==> src/rtl/lol_pkg.sv <==
package lol_pkg;

    typedef logic [2:0] lock_code_t;

    typedef struct packed {
        logic ref_rise;
        logic fb_rise;
    } edge_pair_t;

    // Quiet window in ticks: code 7 is the base length, each lower code doubles it.
    function automatic int unsigned window_ticks(input lock_code_t code,
                                                 input int unsigned base);
        return base << (3'd7 - code);
    endfunction

endpackage

==> src/rtl/lol_edge_sync.sv <==
module lol_edge_sync (
    input  logic clk,
    input  logic rst,
    input  logic async_i,
    output logic rise_o
);
    logic [1:0] sync_q;
    logic       prev_q;

    always_ff @(posedge clk) begin
        if (rst) begin
            sync_q <= '0;
            prev_q <= 1'b0;
        end else begin
            sync_q <= {sync_q[0], async_i};
            prev_q <= sync_q[1];
        end
    end

    assign rise_o = sync_q[1] & ~prev_q;
endmodule

==> src/rtl/lol_phase_acc.sv <==
module lol_phase_acc
    import lol_pkg::*;
#(
    parameter int SLIP_THRESH = 8,
    parameter int ACC_W       = 8
) (
    input  logic       clk,
    input  logic       rst,
    input  edge_pair_t edges_i,
    output logic       slip_o
);
    localparam logic signed [ACC_W-1:0] THR_P = ACC_W'(SLIP_THRESH);
    localparam logic signed [ACC_W-1:0] THR_N = -THR_P;
    localparam logic signed [ACC_W-1:0] ONE   = ACC_W'(1);

    logic signed [ACC_W-1:0] acc_q, acc_nx;
    logic                    hit;

    always_comb begin
        acc_nx = acc_q;
        if (edges_i.ref_rise && !edges_i.fb_rise)
            acc_nx = acc_q + ONE;
        else if (edges_i.fb_rise && !edges_i.ref_rise)
            acc_nx = acc_q - ONE;
        hit = (acc_nx >= THR_P) || (acc_nx <= THR_N);
    end

    always_ff @(posedge clk) begin
        if (rst) begin
            acc_q  <= '0;
            slip_o <= 1'b0;
        end else begin
            slip_o <= hit;
            acc_q  <= hit ? '0 : acc_nx;
        end
    end

    AST_ACC_IN_BAND: assert property (@(posedge clk) disable iff (rst)
        (acc_q < THR_P) && (acc_q > THR_N));

    AST_SLIP_ONE_CYCLE: assert property (@(posedge clk) disable iff (rst)
        slip_o |=> !slip_o);
endmodule

==> src/rtl/lol_quiet_timer.sv <==
module lol_quiet_timer
    import lol_pkg::*;
#(
    parameter int TICK_DIV   = 1000,
    parameter int BASE_TICKS = 83
) (
    input  logic       clk,
    input  logic       rst,
    input  logic       restart_i,
    input  lock_code_t code_i,
    output logic       lol_o
);
    localparam int MAX_TICKS = BASE_TICKS * 128;
    localparam int CNT_W     = $clog2(MAX_TICKS + 1);
    localparam int PRE_W     = $clog2(TICK_DIV);
    localparam logic [PRE_W-1:0] PRE_LAST = PRE_W'(TICK_DIV - 1);

    logic [PRE_W-1:0] pre_q;
    logic [CNT_W-1:0] cnt_q, lim_q;
    logic             tick;

    assign tick = (pre_q == PRE_LAST);

    always_ff @(posedge clk) begin
        if (rst || restart_i) begin
            pre_q <= '0;
            cnt_q <= '0;
            lim_q <= CNT_W'(window_ticks(code_i, BASE_TICKS));
            lol_o <= 1'b1;
        end else if (lol_o) begin
            pre_q <= tick ? '0 : pre_q + 1'b1;
            if (tick) begin
                if (cnt_q == lim_q - CNT_W'(1))
                    lol_o <= 1'b0;
                cnt_q <= cnt_q + 1'b1;
            end
        end
    end

    AST_RESTART_UNLOCKS: assert property (@(posedge clk) disable iff (rst)
        restart_i |=> lol_o);

    AST_LOCK_STICKS: assert property (@(posedge clk) disable iff (rst)
        (!lol_o && !restart_i) |=> !lol_o);
endmodule

==> src/rtl/lol_slip_detector.sv <==
module lol_slip_detector
    import lol_pkg::*;
#(
    parameter int TICK_DIV    = 1000,
    parameter int BASE_TICKS  = 83,
    parameter int SLIP_THRESH = 8,
    parameter int ACC_W       = 8
) (
    input  logic       clk,
    input  logic       rst,
    input  logic       ref_clk_i,
    input  logic       fb_clk_i,
    input  logic       acq_i,
    input  logic [2:0] lock_code_i,
    output logic       lol_o,
    output logic       slip_o
);
    edge_pair_t edges;
    logic       restart;

    lol_edge_sync u_ref_sync (
        .clk(clk), .rst(rst), .async_i(ref_clk_i), .rise_o(edges.ref_rise)
    );

    lol_edge_sync u_fb_sync (
        .clk(clk), .rst(rst), .async_i(fb_clk_i), .rise_o(edges.fb_rise)
    );

    lol_phase_acc #(.SLIP_THRESH(SLIP_THRESH), .ACC_W(ACC_W)) u_acc (
        .clk(clk), .rst(rst), .edges_i(edges), .slip_o(slip_o)
    );

    assign restart = slip_o | acq_i;

    lol_quiet_timer #(.TICK_DIV(TICK_DIV), .BASE_TICKS(BASE_TICKS)) u_timer (
        .clk(clk), .rst(rst), .restart_i(restart),
        .code_i(lock_code_t'(lock_code_i)), .lol_o(lol_o)
    );

    AST_ACQ_HOLDS: assert property (@(posedge clk) disable iff (rst)
        acq_i |=> lol_o);

    AST_SLIP_FORCES_LOL: assert property (@(posedge clk) disable iff (rst)
        slip_o |=> lol_o);
endmodule

==> config.mk <==
export PLATFORM = sky130hd
export DESIGN_NAME = lol_slip_detector
export DESIGN_NICKNAME = d
export VERILOG_FILES = /design/src/rtl/lol_pkg.sv /design/src/rtl/lol_edge_sync.sv /design/src/rtl/lol_phase_acc.sv /design/src/rtl/lol_quiet_timer.sv /design/src/rtl/lol_slip_detector.sv
export SDC_FILE = /design/constraint.sdc
export NUM_CORES = 1
export LEC_CHECK = 0
export ABC_CLOCK_PERIOD_IN_PS = 3160
export BUFFER_PORTS_ARGS = -buffer_cell sky130_fd_sc_hd__buf_2
export CAP_MARGIN = 20
export CORE_ASPECT_RATIO = 1.2
export CORE_MARGIN = 1
export CORE_UTILIZATION = 50
export DETAILED_ROUTE_END_ITERATION = 7
export PLACE_DENSITY = 0.65
export SETUP_SLACK_MARGIN = 0.05
export SYNTH_ARGS = -nofsm -noshare
export SYNTH_HDL_FRONTEND = slang
export SYNTH_SLANG_ARGS = --single-unit
==> constraint.sdc <==
create_clock -name clk -period 3.16 [get_ports clk]
set_input_delay 0.632 -clock clk [delete_from_list [all_inputs] [get_ports clk]]
set_output_delay 0.632 -clock clk [all_outputs]
set_load 0.005 [all_outputs]
==> results.md, run 1 <==
* Max cap viols at 0
* Setup CP Type: flop to flop
* P&R area growth vs syn at 7.35%
* Initial Util at 52.2%
* Hold Path Class: flop to flop
* Min cycle time layout at 2.46 ns
* Iteration-0 DRC Markers at 88
* Synth warn at 0
* F_max at 407 MHz
* Leakage at 1.17 nW
* Final worst-path cycle share at between 70% and 80%
* Worst IR Drop VDD at 297 µV
* Final setup viols at 0
* Port Buf Inserts at 9
* Synth top area cells: dfxtp_1 27%, edfxtp_1 14%, xor2_1 5.9%
* Post-Synth XOR/XNOR Area at 10.9%
* Place WS at 0.726 ns
* Distinct cells, synth at 52
* Root Buffer: clkbuf_8
* Post-synth top area cell: dfxtp_1
* TritonCTS Buffers at 5
* Die span in y at 86.3 µm
* Hold path endpoint: u_fb_sync.sync_q[1]$_SDFF_PP0_
* Top sig layer: met4
* Post-DP HPWL at 4350 µm
* Status: complete, no violations
* Most used flip-flop cell after synthesis: dfxtp_1
* Post CTS Setup Buffer Count at 0
* Placed cells at around 400
* CP Data Required Time at about 3.4 ns
* Vias in the first global route at around 2300
* Slew @ Worst Pin at 0.599 ns
* Synth top area share at a little over a quarter
* Max-slew headroom at the worst pin at about three fifths
* Endpoint class of the critical path: flop
* N_diodes at 0
* Global-route wire length before repair at 10100 µm
* Initial DRT Pass Iterations at 4
* WL/cell at 13.5 µm
* Syn_nets at 345
* Setup TNS at 0 ns
* Main combinational cell family by area after synthesis: simple AND/OR/NAND/NOR gates
* Die X at 72.2 µm
* Data arrival time of the critical path at approximately 2.7 ns
* Hold Path Origin: u_fb_sync.sync_q[0]$_SDFF_PP0_
* FF-to-FF Start: u_ref_sync.prev_q$_SDFF_PP0_
* Drt total wl at roughly 5600 µm
* R2R Path End: u_acc.acc_q[0]$_SDFF_PP0_
* Simple-gate portion of the synthesized area at 28.1%
* Io pins at 10
* Post-synthesis adder-cell area fraction at 3.80%
* RSZ-0062 raised after global routing: no
* Die area at roughly 0.0062 mm²
* PD cells at 432 mW/mm²
* # DRC at 0
* GRT overflow at 0
* Post-Route M1 WL at 2280 µm
* Worst-path fanout max at 8
* PnR worst setup slack at 0.703 ns
* Layout cell share with drive strength beyond 1 at under 10%
* Sequential-to-total area share from yosys stat at between 40% and 50%
* DRT antenna net count at 0
* TritonCTS clock tree: done
* Post-Route Skew at roughly 0.0047 ns
* Vias at 2276
* Crit start category: flop
* Post-synth EDFFs at 14
* Cts hold-fix bufs at 0
* GRT Total Usage at 20.9%
* Non-filler instance count after layout at between 400 and 500
* Net count, final at about 350
* Slew Limit Fails at 0
* Synth Area per Inst at between 9 and 10 µm²
* Clk sinks at 54
* Synth Area in Compound Gates at 8.45%
* Async SR Flop Fraction at 0%
* Met2 WL at 2960 µm
* Hold Fails Final Rpt at 0
* Clock transition at the registers of the reported paths at ~0.090 ns
* Largest net degree at the start of global routing at 20
* Met3 wire length at 93 µm
* H-tree depth at 2
* Layout Utilization at a little under three fifths
* # resized after CTS at 0
* Clock network latency to the later pin of the worst-skew pair at 0.31 ns
* Mapped Area at 0.00296 mm²
* Yosys reg bits at 54
* # rows at 30
* Placer Congestion at 0.941
* Worst reg-to-reg path cell count at 6
* Vias per inst at between 5 and 6
* Mux contribution to synthesized area at 3.47%
* Clock Path Buffers at 2
* Flop-to-flop setup slack at 0.70 ns
* Hold-critical path depth at 1
* Initial antenna violation count at 0
* Post-synthesis cell count at 328
* Total core area at 0.00567 mm²
registers in the layout, indices dropped and copies added (netlist names):
signal / flops
u_ref_sync.prev_q: 1
u_timer.lol_o: 1
u_timer.cnt_q: 14
u_fb_sync.sync_q: 2
u_acc.acc_q: 8
u_acc.slip_o: 1
u_fb_sync.prev_q: 1
u_ref_sync.sync_q: 2
u_timer.lim_q: 14
u_timer.pre_q: 10
logic make-up (layout without fill, tap and decap cells):
logic type,after synthesis,after routing
and+or+nand+nor,156,156
DFF,54,54
xor gates and xnor gates,37,37
AOI/OAI and AO/OA,36,36
buffers and inverters,26,34
muxes,10,10
adders and majority gates,9,9
routing by layer:
metal  global-route usage, %  vias up
met5                       0        -
met4                    12.8        0
met3                    3.60       18
met2                    38.0       28
met1                    22.1     1051
li1                        -     1179
worst max path at each step:
stage                                       from                         to  slack, ns  cells after the start
floorplan           u_ref_sync.prev_q$_SDFF_PP0_  u_acc.acc_q[0]$_SDFF_PP0_       0.85                      7
global placement    u_ref_sync.prev_q$_SDFF_PP0_  u_acc.acc_q[0]$_SDFF_PP0_       0.79                      6
detailed placement  u_ref_sync.prev_q$_SDFF_PP0_  u_acc.acc_q[0]$_SDFF_PP0_       0.73                      6
CTS                 u_ref_sync.prev_q$_SDFF_PP0_  u_acc.acc_q[0]$_SDFF_PP0_       0.70                      6
global route        u_ref_sync.prev_q$_SDFF_PP0_  u_acc.acc_q[0]$_SDFF_PP0_       0.56                      6
finish              u_ref_sync.prev_q$_SDFF_PP0_  u_acc.acc_q[0]$_SDFF_PP0_       0.70                      6
per-stage QoR:
stage               instance area [µm²]  hold WS, ns  total power, mW
finish                             3180        0.446             1.37
global route                       3180        0.476             1.44
CTS                                3180        0.451             1.39
detailed placement                 3070        0.428            0.951
global placement                   3070        0.432            0.948
floorplan                          2960        0.414            0.908
synthesized netlist by cell type (2+ instances only):
| cell type | number |
|---|---|
| nand3b_1 | 3 |
| xor2_1 | 20 |
| inv_1 | 13 |
| o41ai_1 | 2 |
| nor2_1 | 43 |
| a22oi_1 | 3 |
| nor3_1 | 16 |
| a211oi_1 | 3 |
| xnor2_1 | 17 |
| and2_1 | 4 |
| clkbuf_1 | 8 |
| nand2b_1 | 5 |
| a32oi_1 | 2 |
| buf_6 | 2 |
| nor2b_1 | 12 |
| and4_1 | 2 |
| o21ai_0 | 6 |
| nand2_1 | 23 |
| nor4_1 | 8 |
| dfxtp_1 | 40 |
| mux2i_1 | 8 |
| ha_1 | 9 |
| nand3_1 | 12 |
| and3_1 | 3 |
| or4_1 | 2 |
| edfxtp_1 | 14 |
| o21a_1 | 3 |
| a31oi_1 | 4 |
| a21oi_1 | 7 |
| mux2_2 | 2 |
| or3_1 | 4 |
| nand4_1 | 8 |
cell type report:
type / count / area [µm²]
fillers: 539 / 2490
flip-flops and latches: 54 / 1220
repair buffers: 13 / 75.1
well taps: 80 / 100
multi-input cells: 248 / 1620
inverters: 14 / 52.6
clock buffers: 7 / 108
cell usage in the layout, fill, tap and decap left out, types with 8 or more instances in the layout:
master | Yosys | routed
buf_2 | 1 | 9
nand4_1 | 8 | 8
edfxtp_1 | 14 | 14
xor2_1 | 20 | 20
nor3_1 | 16 | 16
nor2_1 | 43 | 43
inv_1 | 13 | 13
xnor2_1 | 17 | 17
nand2_1 | 23 | 23
dfxtp_1 | 40 | 40
ha_1 | 9 | 9
nor4_1 | 8 | 8
nand3_1 | 12 | 12
mux2i_1 | 8 | 8
nor2b_1 | 12 | 12
report_power, final:
part	internal, mW	switching (mW)
clock	0.222	0.214
combinational	0.0721	0.0968
sequential	0.738	0.0280
worst max-delay path, stage by stage, from the launching register on:
cell and delay (ns):
dfxtp_1 0.33, nand2b_1 0.25, or4b_1 0.56, mux2i_1 0.17, xor2_1 0.12, or4_4 0.58
a2111oi_2 0.35
Power figures use the tool's default switching activity.
==> inputs of run 2 (changes only) <==
Settings changed: ABC_CLOCK_PERIOD_IN_PS 3160 to 2400.
Clock period 3.16 ns to 2.4 ns, I/O delays scaled along.
==> results.md, run 2 (synthesis gave the netlist of run 1 again) <==
* Status: complete, no violations
* Data arrival time of the critical path at 2.45 ns
* Slowest stage delay, CP at 0.47 ns
* Launch point of the worst path: u_acc.acc_q[5]$_SDFF_PP0_
* Fillers at 520
* Most common cell after layout, fill and taps aside: nor2_1
* Net count, final at 363
* Final worst-path cycle share at 93.5%
* N_diodes at 0
* Worst IR Drop VDD at 385 µV
* TritonCTS clock tree: done
* Io pins at 10
* Initial DRT Pass Iterations at 4
* Die span in y at 86.3 µm
* Layout cell share with drive strength beyond 1 at between 10% and 20%
* Placer Congestion at 0.881
* Initial antenna violation count at 0
* Worst reg-to-reg path cell count at 6
* TritonCTS Buffers at 5
* DRT antenna net count at 0
* Largest net degree at the start of global routing at 31
* Flop-to-flop setup slack at 0.16 ns
* Post-DP HPWL at 4310 µm
* R2R Path End: u_acc.acc_q[0]$_SDFF_PP0_
* Setup TNS at 0 ns
* # rows at 30
* Cts hold-fix bufs at 0
* Levels on crit path at 6
* GRT overflow at 0
* Vias in the first global route at 2162
* Worst-path cell chain: and3_1 -> or4b_1 -> mux2i_1 -> xor2_1 -> or4_4 -> a2111oi_2
* Port Buf Inserts at 9
* Hold Path Class: input pin to flop
* Clock transition at the registers of the reported paths at roughly 0.090 ns
* Total core area at 0.00567 mm²
* Min cycle time layout at 2.24 ns
* GRT Total Usage at 19.6%
* Vias per inst at 5.37
* H-tree depth at 2
* Setup CP Type: flop to flop
* FF-to-FF Start: u_acc.acc_q[5]$_SDFF_PP0_
* Crit start category: flop
* RSZ-0062 raised after global routing: yes
* Slew @ Worst Pin at 0.381 ns
* Power Total at 1.82 mW
* F_max at about 450 MHz
* Max cap viols at 0
* Worst-path fanout max at 4
* Root Buffer: clkbuf_8
* Clock Path Buffers at 2
* Global-route wire length before repair at 9590 µm
* PD cells at 551 mW/mm²
* Largest registers: u_timer.cnt_q x14, u_timer.lim_q x14, u_timer.pre_q x10
* Crit-path leading delay family: simple AND/OR/NAND/NOR gates
* CP Data Required Time at 2.61 ns
* Final instance area at approximately 0.0033 mm²
* Met2 Track Usage GR at 35.9%
* Initial Util at 52.2%
* Slew Limit Fails at 0
* Grt met3 use at 3.60%
* Clock network latency to the later pin of the worst-skew pair at approximately 0.31 ns
* Post-Route Skew at 0.00697 ns
* Commonest non-fill, non-tap cells in the layout: 43 x nor2_1, 37 x dfxtp_1, 23 x nand2_1
* Iteration-0 DRC Markers at 108
* Post-Place Cell Area at 0.00315 mm²
* Buf/Inv on CP at 0
* Vias at 2293
* Die area at 0.00623 mm²
* Endpoint class of the critical path: flop
* WL/cell at approximately 13 µm
* Clk sinks at 54
* Worst path slowest cell: or4_4
* Drt total wl at approximately 5600 µm
* End of the critical path: u_acc.acc_q[0]$_SDFF_PP0_
* Met1 GRT Util at 22.1%
* Hold Fails Final Rpt at 0
* Final setup viols at 0
* # DRC at 0
* Max-slew headroom at the worst pin at 74.4%
* Leakage at 1.23 nW
* P&R area growth vs syn at 11.4%
* Hold Path Origin: fb_clk_i
* Post CTS Setup Buffer Count at 0
* Gr busiest metal: met2
* Die X at roughly 72 µm
## run 2: power breakdown
| part | switching [mW] | internal (mW) |
|---|---|---|
| clock | 0.299 | 0.271 |
| sequential | 0.0309 | 0.972 |
| combinational | 0.139 | 0.107 |
| total | 0.468 | 1.35 |
## run 2: per-layer routing
layer / vias to the layer above / share of wire [%]
li1: 1189 / -
met1: 1064 / 41
met2: 30 / 54
met3: 10 / 2.5
met4: 0 / 2.3
met5: - / 0
## run 2: cell type report
| cell class | count | area [µm²] | share of cell area (%) |
|---|---|---|---|
| clock buffer | 7 | 97.6 | 2.96 |
| multi-input combinational | 248 | 1670 | 50.5 |
| clock inverter | 1 | 6.26 | 0.190 |
| inverter | 14 | 52.6 | 1.59 |
| timing repair buffer | 23 | 150 | 4.55 |
| tap | 80 | 100 | 3.04 |
| sequential | 54 | 1220 | 37.2 |
## run 2: worst min-delay path by stage
stage / cells after the start / slack [ns] / end
after global placement: 1 / 0.44 / u_ref_sync.sync_q[1]$_SDFF_PP0_
after global routing: 2 / 0.37 / u_fb_sync.sync_q[0]$_SDFF_PP0_
final: 2 / 0.37 / u_fb_sync.sync_q[0]$_SDFF_PP0_
after CTS: 2 / 0.37 / u_fb_sync.sync_q[0]$_SDFF_PP0_
after detailed placement: 1 / 0.43 / u_ref_sync.sync_q[1]$_SDFF_PP0_
after floorplan: 1 / 0.41 / u_fb_sync.sync_q[1]$_SDFF_PP0_
## run 2: stage by stage
step	util, %	worst slack [ns]	instances	hold WS (ns)
6_report	58.2	0.157	427	0.375
5_1_grt	58.2	0.0269	427	0.374
4_1_cts	57.4	0.0536	427	0.369
3_5_place_dp	55.5	0.0351	419	0.434
3_3_place_gp	55.5	0.0950	419	0.443
2_1_floorplan	-	0.0889	328	0.414
## run 2: timing repair
item                                    CTS  global route
pin swaps                                 1             0
resized for setup                         2             9
endpoints found under the setup margin    1             4
